**src/rtl/i2c_irq_pkg.sv**
```systemverilog
package i2c_irq_pkg;
  localparam int REG_W   = 16;
  localparam int ADDR_W  = 6;
  localparam int NUM_EVT = 7;

  localparam logic [ADDR_W-1:0] OFS_MASK   = 6'h04;
  localparam logic [ADDR_W-1:0] OFS_STATUS = 6'h08;
  localparam logic [ADDR_W-1:0] OFS_VECTOR = 6'h28;

  localparam int RX_IDX       = 3;
  localparam int TX_IDX       = 4;
  localparam int BIT_RS_FULL  = 11;
  localparam int BIT_BUS_BUSY = 12;

  typedef enum logic [1:0] {
    SEL_NONE   = 2'd0,
    SEL_MASK   = 2'd1,
    SEL_STATUS = 2'd2,
    SEL_VECTOR = 2'd3
  } rdSel_e;

  typedef struct packed {
    logic   wrMask;
    logic   clrStatus;
    logic   rdVector;
    rdSel_e rdSel;
  } regStrobe_t;
endpackage

```
**src/rtl/i2c_irq_ctrl.sv**
```systemverilog
module i2c_irq_ctrl
  import i2c_irq_pkg::*;
(
  input  logic              clk,
  input  logic              rst_n,
  input  logic [ADDR_W-1:0] regAddr,
  input  logic              regWr,
  input  logic              regRd,
  output regStrobe_t        strobe
);
  always_comb begin
    strobe = '{wrMask: 1'b0, clrStatus: 1'b0, rdVector: 1'b0, rdSel: SEL_NONE};
    unique case (regAddr)
      OFS_MASK: begin
        strobe.rdSel  = SEL_MASK;
        strobe.wrMask = regWr;
      end
      OFS_STATUS: begin
        strobe.rdSel     = SEL_STATUS;
        strobe.clrStatus = regWr;
      end
      OFS_VECTOR: begin
        strobe.rdSel    = SEL_VECTOR;
        strobe.rdVector = regRd;
      end
      default: ;
    endcase
  end

  // A single register access raises at most one action strobe.
  assert_strobe_onehot_R3: assert property (@(posedge clk) disable iff (!rst_n)
    $onehot0({strobe.wrMask, strobe.clrStatus, strobe.rdVector}));
endmodule

```
**src/rtl/i2c_irq_datapath.sv**
```systemverilog
module i2c_irq_datapath
  import i2c_irq_pkg::*;
#(
  parameter int                N_EVT     = NUM_EVT,
  parameter int                W         = REG_W,
  parameter logic [N_EVT-1:0]  STICKY    = N_EVT'((1 << RX_IDX) | (1 << TX_IDX))
) (
  input  logic             clk,
  input  logic             rst_n,
  input  regStrobe_t       strobe,
  input  logic [N_EVT-1:0] evPulse,
  input  logic             busBusy,
  input  logic             rxShiftFull,
  input  logic             rxDataRead,
  input  logic             txDataWrite,
  input  logic [W-1:0]     wrData,
  output logic [W-1:0]     rdData,
  output logic             irq
);
  localparam int VEC_W = $clog2(N_EVT + 1);

  logic [N_EVT-1:0] flagsQ, maskQ, pend, vecHit, clrBits, accessClr;
  logic [VEC_W-1:0] vecCode;
  logic [W-1:0]     statusWord;

  assign pend = flagsQ & maskQ;

  always_comb begin
    vecCode = '0;
    for (int i = N_EVT - 1; i >= 0; i--)
      if (pend[i]) vecCode = VEC_W'(i + 1);
  end

  generate
    for (genvar g = 0; g < N_EVT; g++) begin : gHit
      assign vecHit[g] = (vecCode == VEC_W'(g + 1));
      assign accessClr[g] = (g == RX_IDX) ? rxDataRead :
                            (g == TX_IDX) ? txDataWrite : 1'b0;
    end
  endgenerate

  assign clrBits = (strobe.clrStatus ? wrData[N_EVT-1:0] : '0)
                 | (strobe.rdVector ? (vecHit & ~STICKY) : '0)
                 | accessClr;

  always_ff @(posedge clk or negedge rst_n) begin
    if (!rst_n) begin
      flagsQ <= '0;
      maskQ  <= '0;
    end else begin
      flagsQ <= (flagsQ & ~clrBits) | evPulse;
      if (strobe.wrMask) maskQ <= wrData[N_EVT-1:0];
    end
  end

  always_comb begin
    statusWord = '0;
    statusWord[N_EVT-1:0]  = flagsQ;
    statusWord[BIT_RS_FULL]  = rxShiftFull;
    statusWord[BIT_BUS_BUSY] = busBusy;
  end

  always_comb begin
    unique case (strobe.rdSel)
      SEL_MASK:   rdData = W'(maskQ);
      SEL_STATUS: rdData = statusWord;
      SEL_VECTOR: rdData = W'(vecCode);
      default:    rdData = '0;
    endcase
  end

  assign irq = |pend;

  // Interrupt line agrees with the priority encoder output.
  assert_irq_vs_vector_R4: assert property (@(posedge clk) disable iff (!rst_n)
    irq == (vecCode != '0));
  // A nonzero code always names an enabled pending flag.
  assert_vector_pending_R5: assert property (@(posedge clk) disable iff (!rst_n)
    (vecCode != '0) |-> (flagsQ[vecCode - VEC_W'(1)] && maskQ[vecCode - VEC_W'(1)]));
  // Every event pulse is visible in the flags one cycle later.
  assert_event_sets_R2: assert property (@(posedge clk) disable iff (!rst_n)
    (|evPulse) |=> ((flagsQ & $past(evPulse)) == $past(evPulse)));
  // The mask only changes on a mask write.
  assert_mask_stable_R3: assert property (@(posedge clk) disable iff (!rst_n)
    !strobe.wrMask |=> $stable(maskQ));
  // A flag only drops after some clearing action.
  assert_flag_drop_R7: assert property (@(posedge clk) disable iff (!rst_n)
    (($past(flagsQ) & ~flagsQ) != '0) |->
      $past(strobe.clrStatus || strobe.rdVector || rxDataRead || txDataWrite));
endmodule

```
**src/rtl/i2c_irq_vector.sv**
```systemverilog
module i2c_irq_vector
  import i2c_irq_pkg::*;
(
  input  logic              clk,
  input  logic              rst_n,
  input  logic              evArbLost,
  input  logic              evNoAck,
  input  logic              evAccessRdy,
  input  logic              evRxRdy,
  input  logic              evTxRdy,
  input  logic              evStopDet,
  input  logic              evAddrSlave,
  input  logic              busBusy,
  input  logic              rxShiftFull,
  input  logic              rxDataRead,
  input  logic              txDataWrite,
  input  logic [ADDR_W-1:0] regAddr,
  input  logic              regWr,
  input  logic              regRd,
  input  logic [REG_W-1:0]  regWrData,
  output logic [REG_W-1:0]  regRdData,
  output logic              irq
);
  regStrobe_t         strobe;
  logic [NUM_EVT-1:0] evPulse;

  assign evPulse = {evAddrSlave, evStopDet, evTxRdy, evRxRdy,
                    evAccessRdy, evNoAck, evArbLost};

  i2c_irq_ctrl i_ctrl (
    .clk     (clk),
    .rst_n   (rst_n),
    .regAddr (regAddr),
    .regWr   (regWr),
    .regRd   (regRd),
    .strobe  (strobe)
  );

  i2c_irq_datapath i_dp (
    .clk         (clk),
    .rst_n       (rst_n),
    .strobe      (strobe),
    .evPulse     (evPulse),
    .busBusy     (busBusy),
    .rxShiftFull (rxShiftFull),
    .rxDataRead  (rxDataRead),
    .txDataWrite (txDataWrite),
    .wrData      (regWrData),
    .rdData      (regRdData),
    .irq         (irq)
  );
endmodule

```
**config.mk**
```make
export PLATFORM = sky130hd
export DESIGN_NAME = i2c_irq_vector
export DESIGN_NICKNAME = d
export VERILOG_FILES = /design/src/rtl/i2c_irq_pkg.sv /design/src/rtl/i2c_irq_ctrl.sv /design/src/rtl/i2c_irq_datapath.sv /design/src/rtl/i2c_irq_vector.sv
export SDC_FILE = /design/constraint.sdc
export NUM_CORES = 1
export LEC_CHECK = 0
export ABC_AREA = 1
export BUFFER_PORTS_ARGS = -buffer_cell sky130_fd_sc_hd__buf_2
export CORE_MARGIN = 2
export CORE_UTILIZATION = 40
export DETAILED_ROUTE_END_ITERATION = 16
export PLACE_DENSITY = 0.76
export SETUP_SLACK_MARGIN = 0.15
export SLEW_MARGIN = 5
export SYNTH_ARGS = -nofsm -noshare
export SYNTH_HDL_FRONTEND = slang
export SYNTH_SLANG_ARGS = --single-unit
```
**constraint.sdc**
```tcl
create_clock -name clk -period 1.2 [get_ports clk]
set_input_delay 0.24 -clock clk [delete_from_list [all_inputs] [get_ports clk]]
set_output_delay 0.24 -clock clk [all_outputs]
set_load 0.05 [all_outputs]
```
After elaboration in Yosys (flattened, before gate mapping)
Index checks and enable logic that the tools add are counted.

word-level totals
  register bits = 14
  latch bits = 0
  bits in writable memories = 0
  bits in read-only memories = 0
  bits of input ports = 37
  output and inout bits = 17
  logic and storage cells = 34
  memories = 0

cells by class
  $add $sub $neg = 0
  multipliers = 0
  div/mod/pow operators = 0
  order comparisons = 0
  equal/unequal tests = 11
  shifts and indexed selects = 0
  multiplexer cells = 14
  bitwise gates (word level) = 6
  reductions and logical operators = 1

operators with widths
  operator                                              count
  case mux 13 bit (3 select lines)                      1
  2-to-1 mux 3 bit                                      7
  AND 7 bit                                             2
  2-to-1 mux 7 bit                                      2
  OR 7 bit                                              2
  NOT 7 bit                                             1
  OR 7 x 5 -> 7 bit                                     1
  OR reduction 7 bit                                    1
  equality test 3 x 2 -> 1 bit (second input constant)  2
  equality test 3 bit (second input constant)           2
  equality test 6 x 3 -> 1 bit (second input constant)  1
  equality test 6 x 4 -> 1 bit (second input constant)  1
  equality test 6 bit (second input constant)           1
  case mux 2 bit (3 select lines)                       1
  equality test 2 bit (second input constant)           2
  equality test 3 x 1 -> 1 bit (second input constant)  1
  2-to-1 mux 1 bit                                      3
  equality test 2 x 1 -> 1 bit (second input constant)  1

Longest topological paths before layout
  depth in word-level cells = 15
  depth in mapped cells = 10
  depth with buffers taken out = 10

Cells and area by module
A second synthesis with hierarchy kept.

unflattened totals
  cells, all modules = 146
  area total of the unflattened synthesis = 1,023.5 um2

by module, submodules not included
  module            times used  cells each  area an instance (um2)  sequential area each (um2)
  i2c_irq_datapath  1           127         944.7                   350.3
  i2c_irq_ctrl      1           19          78.8                    0.0

Worst setup path after synthesis
No wires, ideal clock.

  path type = input port to output port
  start point = input port regAddr[2]
  end point = output port regRdData[3]
  arrival time = 1,743 ps
  required time = 960 ps
  path slack = -783 ps
  stages = 5
  buffers on the path = 0
  cells stage by stage = inv_1 -> nand2_1 -> nor2_2 -> nand2_2 -> o21ai_0

on the way
  word-level cells in the longest chain between the ends = 4
  elaborated cells between the ends (all ways) = 8
  classes of those cells = eq/ne (6); mux (2)

ends and longest elaborated chain
  element                                                                     line                    text
  start: declaration                                                          i2c_irq_vector.sv:17    input logic [ADDR_W-1:0] regAddr,
  equality test 6 bit (tied with other cells)                                 i2c_irq_ctrl.sv:13      unique case (regAddr)
  case mux 2 bit (3 select lines) *                                           i2c_irq_ctrl.sv:13
  equality test 2 bit / equality test 2 x 1 -> 1 bit (equally long branches)  i2c_irq_datapath.sv:64  unique case (strobe.rdSel)
  case mux 13 bit (3 select lines) *                                          i2c_irq_datapath.sv:64
  end: declaration                                                            i2c_irq_vector.sv:21    output logic [REG_W-1:0] regRdData,

Every way passes the cells marked *; elsewhere a longest branch is shown, timed or not.

Final worst setup path
  start point = register i_dp.maskQ[6]
  end point = output port regRdData[0]

on the way
  word-level cells in the longest chain between the ends = 9

ends and longest elaborated chain
  element                           line                    text
  start: declaration                i2c_irq_datapath.sv:22  logic [N_EVT-1:0] flagsQ, maskQ, pend, vecHit, clrBits, accessClr;
  start signal: assignment          i2c_irq_datapath.sv:52  if (strobe.wrMask) maskQ <= wrData[N_EVT-1:0];
  AND 7 bit                         i2c_irq_datapath.sv:26  assign pend = flagsQ & maskQ;
  2-to-1 mux 3 bit (7 in a row)     i2c_irq_datapath.sv:31  if (pend[i]) vecCode = VEC_W'(i + 1);
  case mux 13 bit (3 select lines)  i2c_irq_datapath.sv:64

No other way between the ends.

==> results.md <==
- Final hold vios: 0
- Final Cell Area: 1923 µm²
- Max cap viols: 0
- DRC viols: 0
- Post-synthesis mux area share: 0
- Pre-CTS setup slack: -400.0 ps
- Status: finished with violations
- CTS tree: done
- Pleak: 0.001084 µW
- Sequential share of the synthesized area: 0.3491
- Most common cell after layout, fill and taps aside: nand2_1
- Worst Clk Skew: between 7 and 8 ps
- Yosys top cell by area: dfrtp_1
- PD cells: around 860 nW/µm²
- Hpwl dp: 2121 µm
- Crit-path cells: nand2_2 > inv_2 > nand2_1 > nand2_1 > nand2_2 > nand2_2 > nand2_2 > nand2_2 > nand2_2 > nand3_4 > buf_8
- Total Wirelength: between 3000 and 4000 µm
- Max clock buf depth: 2
- Initial Util: 0.4126
- Period utilization: 1.432
- Vias per cell: 4.858
- Clock root buffer: clkbuf_4
- XOR/XNOR Fraction of Synth Area: 0
- Dpl cell area: 1508 µm²
- Top cell type's share of synthesized area: 0.3491
- Die Area: 2925 µm²
- Crit-path max FO: 2
- I/O pins: 54
- Post-Syn Instances: 156
- Chip width: 54.09 µm
- Initial antenna violation count: 0
- PnR worst setup slack: -519.0 ps
- CP max stage cell: dfrtp_1
- RSZ-0062 raised after global routing: true
- Starting DRT DRC Count: 32
- Clock transition at path regs: 80 ps
- Setup violations, final: 23
- H-tree depth: 1
- Worst Hold Path Cells: 3
- Crit path kind: reg2out
- Post-route setup TNS: -4634 ps
- Vias in the first global route: 1150
- Worst-skew pair later-pin latency: 270 ps
- Fill cells: 144
- Area Growth Syn to Fin: 91.65%
- Gr usage total: 0.2381
- Yosys warning total: 0
- Largest cells by area after synthesis: dfrtp_1 35%, nand2_1 21%, inv_1 9.7%, nand3_1 6.5%, buf_4 6.0%
- Grt total ovfl: 0
- Failing checks: negative setup slack
- Commonest non-fill, non-tap cells in the layout: 30 x nand2_1, 25 x buf_2, 24 x buf_4
- CP required: 960 ps
- Diode count: 0
- Fin crit period: about 1700 ps
- Critical path launch point type: flop
- Distinct cells, synth: 20
- Post-Synth Adder-Cell Area: 0
- Worst R2R Path Depth: 8
- CTS Buf Count: 3
- ANT nets after route: 0
- DR WL/cell: about 13 µm
- Main combinational cell family by area after synthesis: simple AND/OR/NAND/NOR gates
- Max Fclk: between 500 and 600 MHz
- Core footprint: 2432 µm²
- Crit end category: output port
- Synth Area in Compound Gates: 0.09850
- Die Y: between 50 and 60 µm
- Pre-antenna DRT Iters: 6
- First-pass GRT wire length: 4947 µm
- Port bufs: 37
- Largest net degree at the start of global routing: 15
- Flop2flop setup slack: -260 ps
- Vias: 1263
- Hold Crit Class: in2reg
- Row count: 18
- Most frequent CP cell: nand2_2
- Clk pwr share: 0.154
- Proportion of layout cells with a drive suffix above 1: 0.5783
- Syn Area/Cell: 6.432 µm²
- WP data arrival: 1480 ps
- Peak supply drop: 0.8876 mV
- Switching Share: 0.3916
- CTS sink count: 14
- Comb pwr share: 0.524
- Post-synthesis simple-gate area fraction: 0.3828
- Final number of max-transition violations: 0
- Sequential Power Share: 0.322
- Hold_ws: 132.3 ps
- Pint: between 1000 and 1500 µW
- Routability cong.: between 0.8 and 0.9
- Largest stage delay, worst path: 400 ps
- Synth Register Bits: 14
- Sw power: 644.4 µW
- Cell Area, Synth: approximately 1000 µm²
- Nets: 269
Yosys cell counts:
library cell / number
o21bai_1: 1
buf_4: 8
nor2_2: 2
o211ai_1: 1
a21boi_0: 2
inv_1: 26
nand3_1: 13
nand2_1: 56
nand2_2: 3
a21oi_2: 1
o21ai_0: 2
o21ai_1: 7
buf_2: 1
nor4_4: 1
nor2_4: 1
dfrtp_1: 14
a21oi_1: 3
inv_2: 1
conb_1: 1
nor2_1: 12
critical path: cells and delay by family, from the launching register on:
family                 cells  cell delay [ps]
buffers and inverters      2              190
AND/OR/NAND/NOR            9              610
flip-flops                 1              400
power by group through the flow:
| stage | logic, µW | registers [µW] | clock network, µW |
|---|---|---|---|
| 5_1_grt | 925 | 534 | 284 |
| 3_5_place_dp | 568 | 536 | 0 |
| 6_report | 862 | 530 | 253 |
| 2_1_floorplan | 340 | 542 | 0 |
| 4_1_cts | 732 | 528 | 257 |
| 3_3_place_gp | 560 | 533 | 0 |
routing by layer:
layer / part of all wire / global-route usage
met2: 0.50 / 0.4268
met3: 0.069 / 0.01944
met4: 0.017 / 0.07083
met5: 0 / 0
met1: 0.42 / 0.3024
cell families after synthesis:
group,Yosys count
buffers and inverters,36
other,1
AND/OR/NAND/NOR,88
AO/OA/AOI/OAI,17
flip-flops,14
repair_timing:
item                                    CTS  global route
pin swaps                                12             8
endpoints found under the setup margin   24            24
gates cloned                              2             0
endpoints found under the hold margin    14             0
hold buffers                              1             0
setup buffers                             5             5
gates resized for setup                  53            24
cell type report:
type / count / area, µm² / area share
multi-input combinational: 113 / 778.2 / 0.4047
timing repair buffer: 73 / 633.1 / 0.3292
sequential: 14 / 350.3 / 0.1822
inverter: 27 / 101.3 / 0.05270
tap: 30 / 37.54 / 0.01952
clock buffer: 3 / 22.52 / 0.01171
path summary, 6_finish.rpt:
path	startpoint	end
setup / recovery	i_dp.maskQ[6]$_DFFE_PN0P_	regRdData[0]
hold / removal	evAccessRdy	i_dp.flagsQ[2]$_DFF_PN0_
setup reg to reg	i_dp.maskQ[6]$_DFFE_PN0P_	i_dp.flagsQ[2]$_DFF_PN0_
hold reg to reg	i_dp.maskQ[1]$_DFFE_PN0P_	i_dp.maskQ[1]$_DFFE_PN0P_
max in group asynchronous	rst_n	i_dp.maskQ[6]$_DFFE_PN0P_
min in group asynchronous	rst_n	i_dp.flagsQ[6]$_DFF_PN0_
metrics by stage:
stage | util | instances | total power [µW]
4_1_cts | 0.7464 | 255 | 1517
3_3_place_gp | 0.6199 | 244 | 1093
5_1_grt | 0.7906 | 260 | 1742
3_5_place_dp | 0.6199 | 244 | 1103
6_report | 0.7906 | 260 | 1645
2_1_floorplan | - | 162 | 882.3
state kept, by name (all words and copies together) (netlist names):
signal / flops
i_dp.flagsQ: 7
i_dp.maskQ: 7
(Power assumes the default switching activity.)
